--- config.mk ---
export PLATFORM = sky130hd
export DESIGN_NAME = ecc_fix
export DESIGN_NICKNAME = d
export VERILOG_FILES = /design/src/rtl/ecc_fix_pkg.sv /design/src/rtl/ecc_synd_map.sv /design/src/rtl/ecc_popcount.sv /design/src/rtl/ecc_locator.sv /design/src/rtl/ecc_fix.sv
export SDC_FILE = /design/constraint.sdc
export NUM_CORES = 1
export LEC_CHECK = 0
export ABC_AREA = 1
export BUFFER_PORTS_ARGS = -buffer_cell sky130_fd_sc_hd__buf_2
export CAP_MARGIN = 5
export CORE_UTILIZATION = 55
export CTS_CLUSTER_SIZE = 30
export DETAILED_ROUTE_END_ITERATION = 12
export PLACE_DENSITY = 0.79
export SETUP_SLACK_MARGIN = 0.3
export SLEW_MARGIN = 20
export SYNTH_ARGS = -nofsm -noshare
export SYNTH_HDL_FRONTEND = slang
export SYNTH_SLANG_ARGS = --single-unit
--- constraint.sdc ---
create_clock -name clk -period 12.45 [get_ports clk]
set_input_delay 0.6225 -clock clk [delete_from_list [all_inputs] [get_ports clk]]
set_output_delay 0.6225 -clock clk [all_outputs]
set_load 0.01 [all_outputs]
--- src/rtl/ecc_fix_pkg.sv ---
package ecc_fix_pkg;
    localparam int ECC_OFF_W = 9;
    localparam int ECC_BIT_W = 3;
    localparam int ECC_BYTE_W = 8;

    typedef enum logic [1:0] {
        ST_CLEAN = 2'b00,
        ST_FIXED = 2'b01,
        ST_FATAL = 2'b10
    } ecc_status_t;

    typedef enum logic [2:0] {
        S_IDLE,
        S_SYND,
        S_COUNT,
        S_CLASSIFY,
        S_DONE
    } ecc_fsm_t;
endpackage

--- src/rtl/ecc_synd_map.sv ---
// Restores both codes to raw parity form and reorders their difference
// into the syndrome bit order that the locator decodes.
module ecc_synd_map #(
    parameter int CODE_W = 24,
    parameter int BYTE_W = 8,
    parameter int TOP_LO = 2
) (
    input  logic [CODE_W-1:0] stored,
    input  logic [CODE_W-1:0] calc,
    output logic [CODE_W-1:0] synd
);
    localparam int B2 = 2 * BYTE_W;

    logic [CODE_W-1:0] raw_s, raw_c, diff;

    always_comb begin
        raw_s = ~stored;
        raw_c = ~calc;
        diff  = raw_s ^ raw_c;
        synd  = {diff[B2+TOP_LO-1:B2], diff[B2-1:BYTE_W], diff[BYTE_W-1:0],
                 diff[CODE_W-1:B2+TOP_LO]};
    end
endmodule

--- src/rtl/ecc_popcount.sv ---
module ecc_popcount #(
    parameter int W = 24,
    localparam int CW = $clog2(W + 1)
) (
    input  logic [W-1:0]  vec,
    output logic [CW-1:0] cnt
);
    always_comb begin
        cnt = '0;
        for (int i = 0; i < W; i++) begin
            cnt = cnt + CW'(vec[i]);
        end
    end
endmodule

--- src/rtl/ecc_locator.sv ---
// Picks the odd syndrome bits: the low ones name the bit, the upper ones the byte.
module ecc_locator #(
    parameter int OFF_W = 9,
    parameter int BIT_W = 3,
    localparam int CODE_W = 2 * (OFF_W + BIT_W)
) (
    input  logic [CODE_W-1:0] synd,
    output logic [OFF_W-1:0]  off,
    output logic [BIT_W-1:0]  bidx
);
    for (genvar j = 0; j < BIT_W; j++) begin : g_bit
        assign bidx[j] = synd[2*j+1];
    end
    for (genvar k = 0; k < OFF_W; k++) begin : g_off
        assign off[k] = synd[2*(BIT_W+k)+1];
    end
endmodule

--- src/rtl/ecc_fix.sv ---
module ecc_fix
    import ecc_fix_pkg::*;
#(
    parameter int OFF_W  = ECC_OFF_W,
    parameter int BIT_W  = ECC_BIT_W,
    parameter int BYTE_W = ECC_BYTE_W
) (
    input  logic                    clk,
    input  logic                    rst_n,
    input  logic                    start,
    input  logic [2*(OFF_W+BIT_W)-1:0] stored_code,
    input  logic [2*(OFF_W+BIT_W)-1:0] calc_code,
    output logic                    done,
    output logic [1:0]              status,
    output logic [OFF_W-1:0]        byte_off,
    output logic [BIT_W-1:0]        bit_idx,
    output logic                    flip_req,
    output logic [OFF_W-1:0]        flip_off,
    output logic [(1<<BIT_W)-1:0]   flip_mask
);
    localparam int CODE_W = 2 * (OFF_W + BIT_W);
    localparam int CW     = $clog2(CODE_W + 1);
    localparam int MASK_W = 1 << BIT_W;
    localparam logic [CW-1:0] FIX_WEIGHT = CW'(CODE_W / 2);

    ecc_fsm_t          state_q, state_d;
    logic [CODE_W-1:0] stored_q, calc_q, synd_w, synd_q;
    logic [CW-1:0]     weight_w, weight_q;
    logic              erased_q;
    ecc_status_t       status_q;
    logic [OFF_W-1:0]  off_w, off_q;
    logic [BIT_W-1:0]  bit_w, bit_q;

    ecc_synd_map #(.CODE_W(CODE_W), .BYTE_W(BYTE_W), .TOP_LO(2)) u_map (
        .stored(stored_q), .calc(calc_q), .synd(synd_w)
    );
    ecc_popcount #(.W(CODE_W)) u_pop (.vec(synd_q), .cnt(weight_w));
    ecc_locator #(.OFF_W(OFF_W), .BIT_W(BIT_W)) u_loc (
        .synd(synd_q), .off(off_w), .bidx(bit_w)
    );

    // Next-state logic
    always_comb begin
        state_d = state_q;
        unique case (state_q)
            S_IDLE:     if (start) state_d = S_SYND;
            S_SYND:     state_d = (synd_w == '0) ? S_DONE : S_COUNT;
            S_COUNT:    state_d = S_CLASSIFY;
            S_CLASSIFY: state_d = S_DONE;
            S_DONE:     state_d = S_IDLE;
            default:    state_d = S_IDLE;
        endcase
    end

    // State register
    always_ff @(posedge clk) begin
        if (!rst_n) state_q <= S_IDLE;
        else        state_q <= state_d;
    end

    // Datapath registers
    always_ff @(posedge clk) begin
        if (!rst_n) begin
            stored_q <= '0;
            calc_q   <= '0;
            synd_q   <= '0;
            weight_q <= '0;
            erased_q <= 1'b0;
            status_q <= ST_CLEAN;
            off_q    <= '0;
            bit_q    <= '0;
        end else begin
            unique case (state_q)
                S_IDLE: if (start) begin
                    stored_q <= stored_code;
                    calc_q   <= calc_code;
                end
                S_SYND: begin
                    synd_q   <= synd_w;
                    erased_q <= (stored_q == '1) && (calc_q == '0);
                    if (synd_w == '0) begin
                        status_q <= ST_CLEAN;
                        off_q    <= '0;
                        bit_q    <= '0;
                    end
                end
                S_COUNT: weight_q <= weight_w;
                S_CLASSIFY: begin
                    if (weight_q == FIX_WEIGHT) begin
                        status_q <= ST_FIXED;
                        off_q    <= off_w;
                        bit_q    <= bit_w;
                    end else begin
                        status_q <= erased_q ? ST_CLEAN : ST_FATAL;
                        off_q    <= '0;
                        bit_q    <= '0;
                    end
                end
                S_DONE: ;
                default: ;
            endcase
        end
    end

    // Outputs
    always_comb begin
        done      = (state_q == S_DONE);
        status    = status_q;
        byte_off  = off_q;
        bit_idx   = bit_q;
        flip_req  = done && (status_q == ST_FIXED);
        flip_off  = flip_req ? off_q : '0;
        flip_mask = flip_req ? (MASK_W'(1) << bit_q) : '0;
    end

    // Assertions
    assert_done_single_R9: assert property (@(posedge clk) disable iff (!rst_n)
        done |=> !done);
    assert_flip_onehot_R6: assert property (@(posedge clk) disable iff (!rst_n)
        flip_req |-> ($countones(flip_mask) == 1) && done);
    assert_fixed_weight_R3: assert property (@(posedge clk) disable iff (!rst_n)
        (done && status == ST_FIXED) |-> (weight_q == FIX_WEIGHT));
    assert_fatal_no_loc_R8: assert property (@(posedge clk) disable iff (!rst_n)
        (done && status == ST_FATAL) |-> (byte_off == '0 && bit_idx == '0 && !flip_req));
    assert_busy_ignores_R10: assert property (@(posedge clk) disable iff (!rst_n)
        (state_q != S_IDLE) |=> $stable(stored_q) && $stable(calc_q));
    assert_match_fast_R1: assert property (@(posedge clk) disable iff (!rst_n)
        (state_q == S_SYND && stored_q == calc_q) |=> done && status == ST_CLEAN);
endmodule

# --- Yosys cells after proc, flatten, opt, wreduce, memory -nomap -nowiden ---
# Cells that the tools add are included.
op_classes:
  add_sub_neg: 23
  n_shift: 1
  eq_ne: 9
  n_reduce_logical: 8
  muxes: 15
  n_bitwise: 3
ops:
  columns: ["op", "n"]
  rows:
  - ["5-bit by 1-bit adder with 5-bit output", 22]
  - ["24-bit logical NOT", 2]
  - ["24-bit inverter", 2]
  - ["9-bit 2-to-1 mux", 3]
  - ["24-bit == test, second input constant", 1]
  - ["24-bit bitwise XOR", 1]
  - ["9-bit case mux with 2 select lines", 1]
  - ["3-bit 2-to-1 mux", 4]
  - ["3-bit case mux with 4 select lines", 1]
  - ["8-bit 2-to-1 mux", 1]
  - ["1-bit by 3-bit << shifter with 8-bit output, first input constant", 1]
  - ["3-bit by 2-bit == test with 1-bit output, second input constant", 2]
  - ["2-bit 2-to-1 mux", 3]
  - ["3-bit case mux with 2 select lines", 1]
  - ["5-bit by 4-bit == test with 1-bit output, second input constant", 1]
  - ["2-bit inequality test, second input constant", 2]
  - ["2-bit case mux with 2 select lines", 1]
  - ["2-bit AND reduction", 2]
  - ["3-bit by 1-bit == test with 1-bit output, second input constant", 1]
  - ["3-bit == test, second input constant", 1]
  - ["3-bit logical NOT", 1]
  - ["1-bit by 1-bit adder with 2-bit output", 1]
  - ["2-bit by 1-bit == test with 1-bit output, second input constant", 1]
  - ["1-bit logical AND", 2]
  - ["2-bit nonzero test", 1]
word_totals:
  reg_bits: 95

# --- Longest topological paths before layout ---
depth:
  depth_word: 23
  ltp_mapped: 15

# --- Hierarchy ---
# Synthesis repeated with hierarchy kept, for this count alone.
hier_totals:
  cells_unflattened: 710
  area_unflattened_um2: 4897.2
by_module_without_submodules:
  columns: ["module", "area_each_um2", "cells_per_inst", "instances"]
  rows:
  - ["ecc_fix", 3733.6, 503, 1]
  - ["ecc_popcount", 623.1, 75, 1]
  - ["ecc_synd_map", 450.4, 120, 1]
  - ["ecc_locator", 90.1, 12, 1]

# --- Least setup slack after synthesis ---
# OpenSTA, ideal clock, no wires.
synth_path:
  path_type: "register to register"
  from: "reg synd_q[1]"
  to: "reg weight_q[4]"
  n_path_buf: 0
  t_arrival_ns: 4.077
  required_time_ns: 12.376
  path_stages_with_launch: 13
  setup_ns: 0.074
  path_slack_ns: 8.299
  synth_period_minus_slack_ns: 4.151
  cell_sequence: "dfxtp_1 > ha_1 > inv_1 > fa_1 > fa_1 > fa_1 > fa_1 > fa_1 > fa_1 > fa_1 > o21ai_0 > nand2_1 > a21oi_1"
synth_between:
  elab_chain_cells: 23
synth_rtl:
  columns: ["item", "line", "text"]
  rows:
  - ["from (decl)", "ecc_fix.sv:27", "logic [CODE_W-1:0] stored_q, calc_q, synd_w, synd_q;"]
  - ["from (signal assigned)", "ecc_fix.sv:79", "synd_q <= synd_w;"]
  - ["1-bit by 1-bit adder with 2-bit output", "ecc_popcount.sv:11", "cnt = cnt + CW'(vec[i]);"]
  - ["5-bit by 1-bit adder with 5-bit output (22 in a row)", "ecc_popcount.sv:11", null]
  - ["to (signal assigned)", "ecc_fix.sv:87", "S_COUNT: weight_q <= weight_w;"]
  - ["to (decl)", "ecc_fix.sv:28", "logic [CW-1:0] weight_w, weight_q;"]
# Every way passes these cells.
# A chain may end at the register's enable or synchronous reset.

# --- Worst setup path in the final report ---
# Same ends and word-level chain as after synthesis.

==> reports/qor.csv <==
metric,value,unit
status,"finished, final reports clean",
final_area,5290,um2
path_clk_slew,90,ps
grt_pass1_wl,15400,um
antenna_found_initial,0,
tns,0,ps
hpwl,6950,um
portBuffers,83,
finalSetupViolations,0,
rsz0062_at_grt,no,
start_kind,flop,
ir_drop,0.0820,mV
holdBufCountCts,0,
syn-num-nets,664,
crit_top_cell,fa_1,
clk_latency,370,ps
clock_path_buffers,2,
viasPerCell,5.07,
maxClockFrequency,228,MHz
yosysWarnings,0,
cts_root_buf,clkbuf_8,
post_dp_cell_area,5050,um2
rrSetupSlack,8060,ps
path_class,flop to flop,
core,8180,um2
timing.final.crit_share,0.353,
grt_max_degree,97,
dieArea,8740,um2
ys_seq_elements,95,
fp.dieH,93.5,um
ctsHtreeMaxLevel,3,
hold_violations,0,
slew_headroom,0.480,
synth_area,4600,um2
critical_path.max_stage_delay,550,ps
place_ws,8100,ps
cts_tree,yes,
path_max_fanout,3,
core.rowCount,33,
power.density,146,nW/um2
cts_buffers,9,
worst_pin_slew,781,ps
cp.required,12720,ps
initial_core_util,0.563,
final_max_slew_viol_count,0,
die_w,93.5,um
drt_iter0_markers,168,
drtAntennaViolNets,0,
cp_cell_sequence,ha_1 -> inv_1 -> fa_1 -> fa_1 -> fa_1 -> fa_1 -> fa_1 -> fa_1 -> fa_1 -> o21ai_0 -> nand2_1 -> a21oi_1,
synthToLayoutAreaGrowth,14.9,%
ys_seq_area_frac,0.413,
post_cts_buffers,0,
vias,3903,
synthCells,589,
drc_errors,0,
gp_congestion,0.800,
setup_ws,8060,ps
grt_usage,0.226,
p_leak,2.23,nW
syn_area_per_cell,7.82,um2
nets,735,
finalCriticalPeriod,4390,ps
overflow,0,
wl,9330,um
layout-drive-gt1-share,0.214,
arrival,4660,ps
fin_util,0.647,
end_kind,flop,
post_drt_wl_per_cell,12.1,um
cts.sinks,95,
cap_violations,0,
io_pins,84,
hold_path.class,flop to flop,
grt_pass1_vias,3539,
fin_skew,15.2,ps
first_pass_iters,4,
crit_slowest_cell,fa_1,
ctsResizeCount,0,
diodes,0,
yosys.cell_types.count,32,
power breakdown:
group | switching, W | total, W | leakage, nW | internal [W]
combinational | 0.000122 | 0.000206 | 1.35 | 0.0000840
clock | 0.000108 | 0.000222 | 0.103 | 0.000114
sequential | 0.0000156 | 0.000345 | 0.781 | 0.000330
total | 0.000246 | 0.000773 | 2.23 | 0.000528
cell usage after synthesis, drive strengths merged:
cell type | instances | share of area
nor2 | 33 | 0.031
o21ai | 79 | 0.086
nor4 | 6 | 0.0082
dfxtp | 95 | 0.41
inv | 100 | 0.082
fa | 17 | 0.074
a21oi | 85 | 0.10
a31oi | 11 | 0.015
clkinv | 1 | 0.00081
nor3 | 9 | 0.018
nand3 | 20 | 0.032
and2 | 1 | 0.0014
xnor2 | 5 | 0.0095
clkbuf | 16 | 0.013
xor2 | 1 | 0.0019
ha | 7 | 0.019
buf | 10 | 0.013
nand2 | 91 | 0.075
nand4 | 1 | 0.0046
or2 | 1 | 0.0019
registers in the layout, indices dropped and copies added (netlist names):
| register | flops |
|---|---|
| bit_idx | 3 |
| weight_q | 5 |
| state_q | 3 |
| synd_q | 24 |
| status | 2 |
| stored_q | 24 |
| erased_q | 1 |
| calc_q | 24 |
| byte_off | 9 |
metrics by stage:
step           std cells  total power (W)  hold slack [ps]
2_1_floorplan        589         0.000509              436
6_report             770         0.000773              464
3_3_place_gp         753         0.000541              444
3_5_place_dp         753         0.000560              452
5_1_grt              770         0.000831              487
4_1_cts              769         0.000778              465
worst paths after layout:
kind / start / endpoint / cells past startpoint
worst max-delay path: synd_q[1] / weight_q[4] / 12
worst min register to register: calc_q[0] / calc_q[0] / 2
worst max register to register: synd_q[1] / weight_q[4] / 12
worst min-delay path: calc_q[0] / calc_q[0] / 2
metal layers:
layer  wire length (um)  share of wire  track usage
met1               4400           0.47        0.291
met2               4290           0.46        0.374
met3                471          0.050       0.0358
met4                171          0.018        0.103
met5                  0              0            0
cell type report:
class                           instances  area (um2)
Clock inverter                          6        92.6
Inverter                              101         379
Tap cell                              105         131
Timing Repair Buffer                   86         450
Multi-Input combinational cell        367        2210
Fill cell                             701        2890
Sequential cell                        95        1900
Clock buffer                           10         128
placed cells by master (no fill, tap or decap), drive strengths merged:
cell,count
inv,101
nand4,1
o21ai,79
buf,86
nand3,20
clkinv,2
ha,7
xor2,1
bufinv,2
xnor2,5
nor3,9
nor4,6
dfxtp,95
fa,17
nor2,33
a21oi,85
a31oi,11
nand2,91
and2,1
or2,1
clkinvlp,2
clkbuf,10
worst max-delay path: cells and delay by family (launching register included):
kind	cells	cell delay, ps
fa+ha+maj	8	3550
simple gates	1	70
flops	1	340
compound gates	2	300
buf+inv	1	50
cells by family after synthesis:
group                    Yosys count  synth area share
AND/OR/NAND/NOR                  162             0.171
AO/OA/AOI/OAI                    175             0.203
XOR/XNOR                           6            0.0114
flip-flops                        95             0.413
buffers and inverters            127             0.108
adder cells (fa/ha/maj)           24            0.0930
Note: power is estimated with default switching activity, not from simulation.
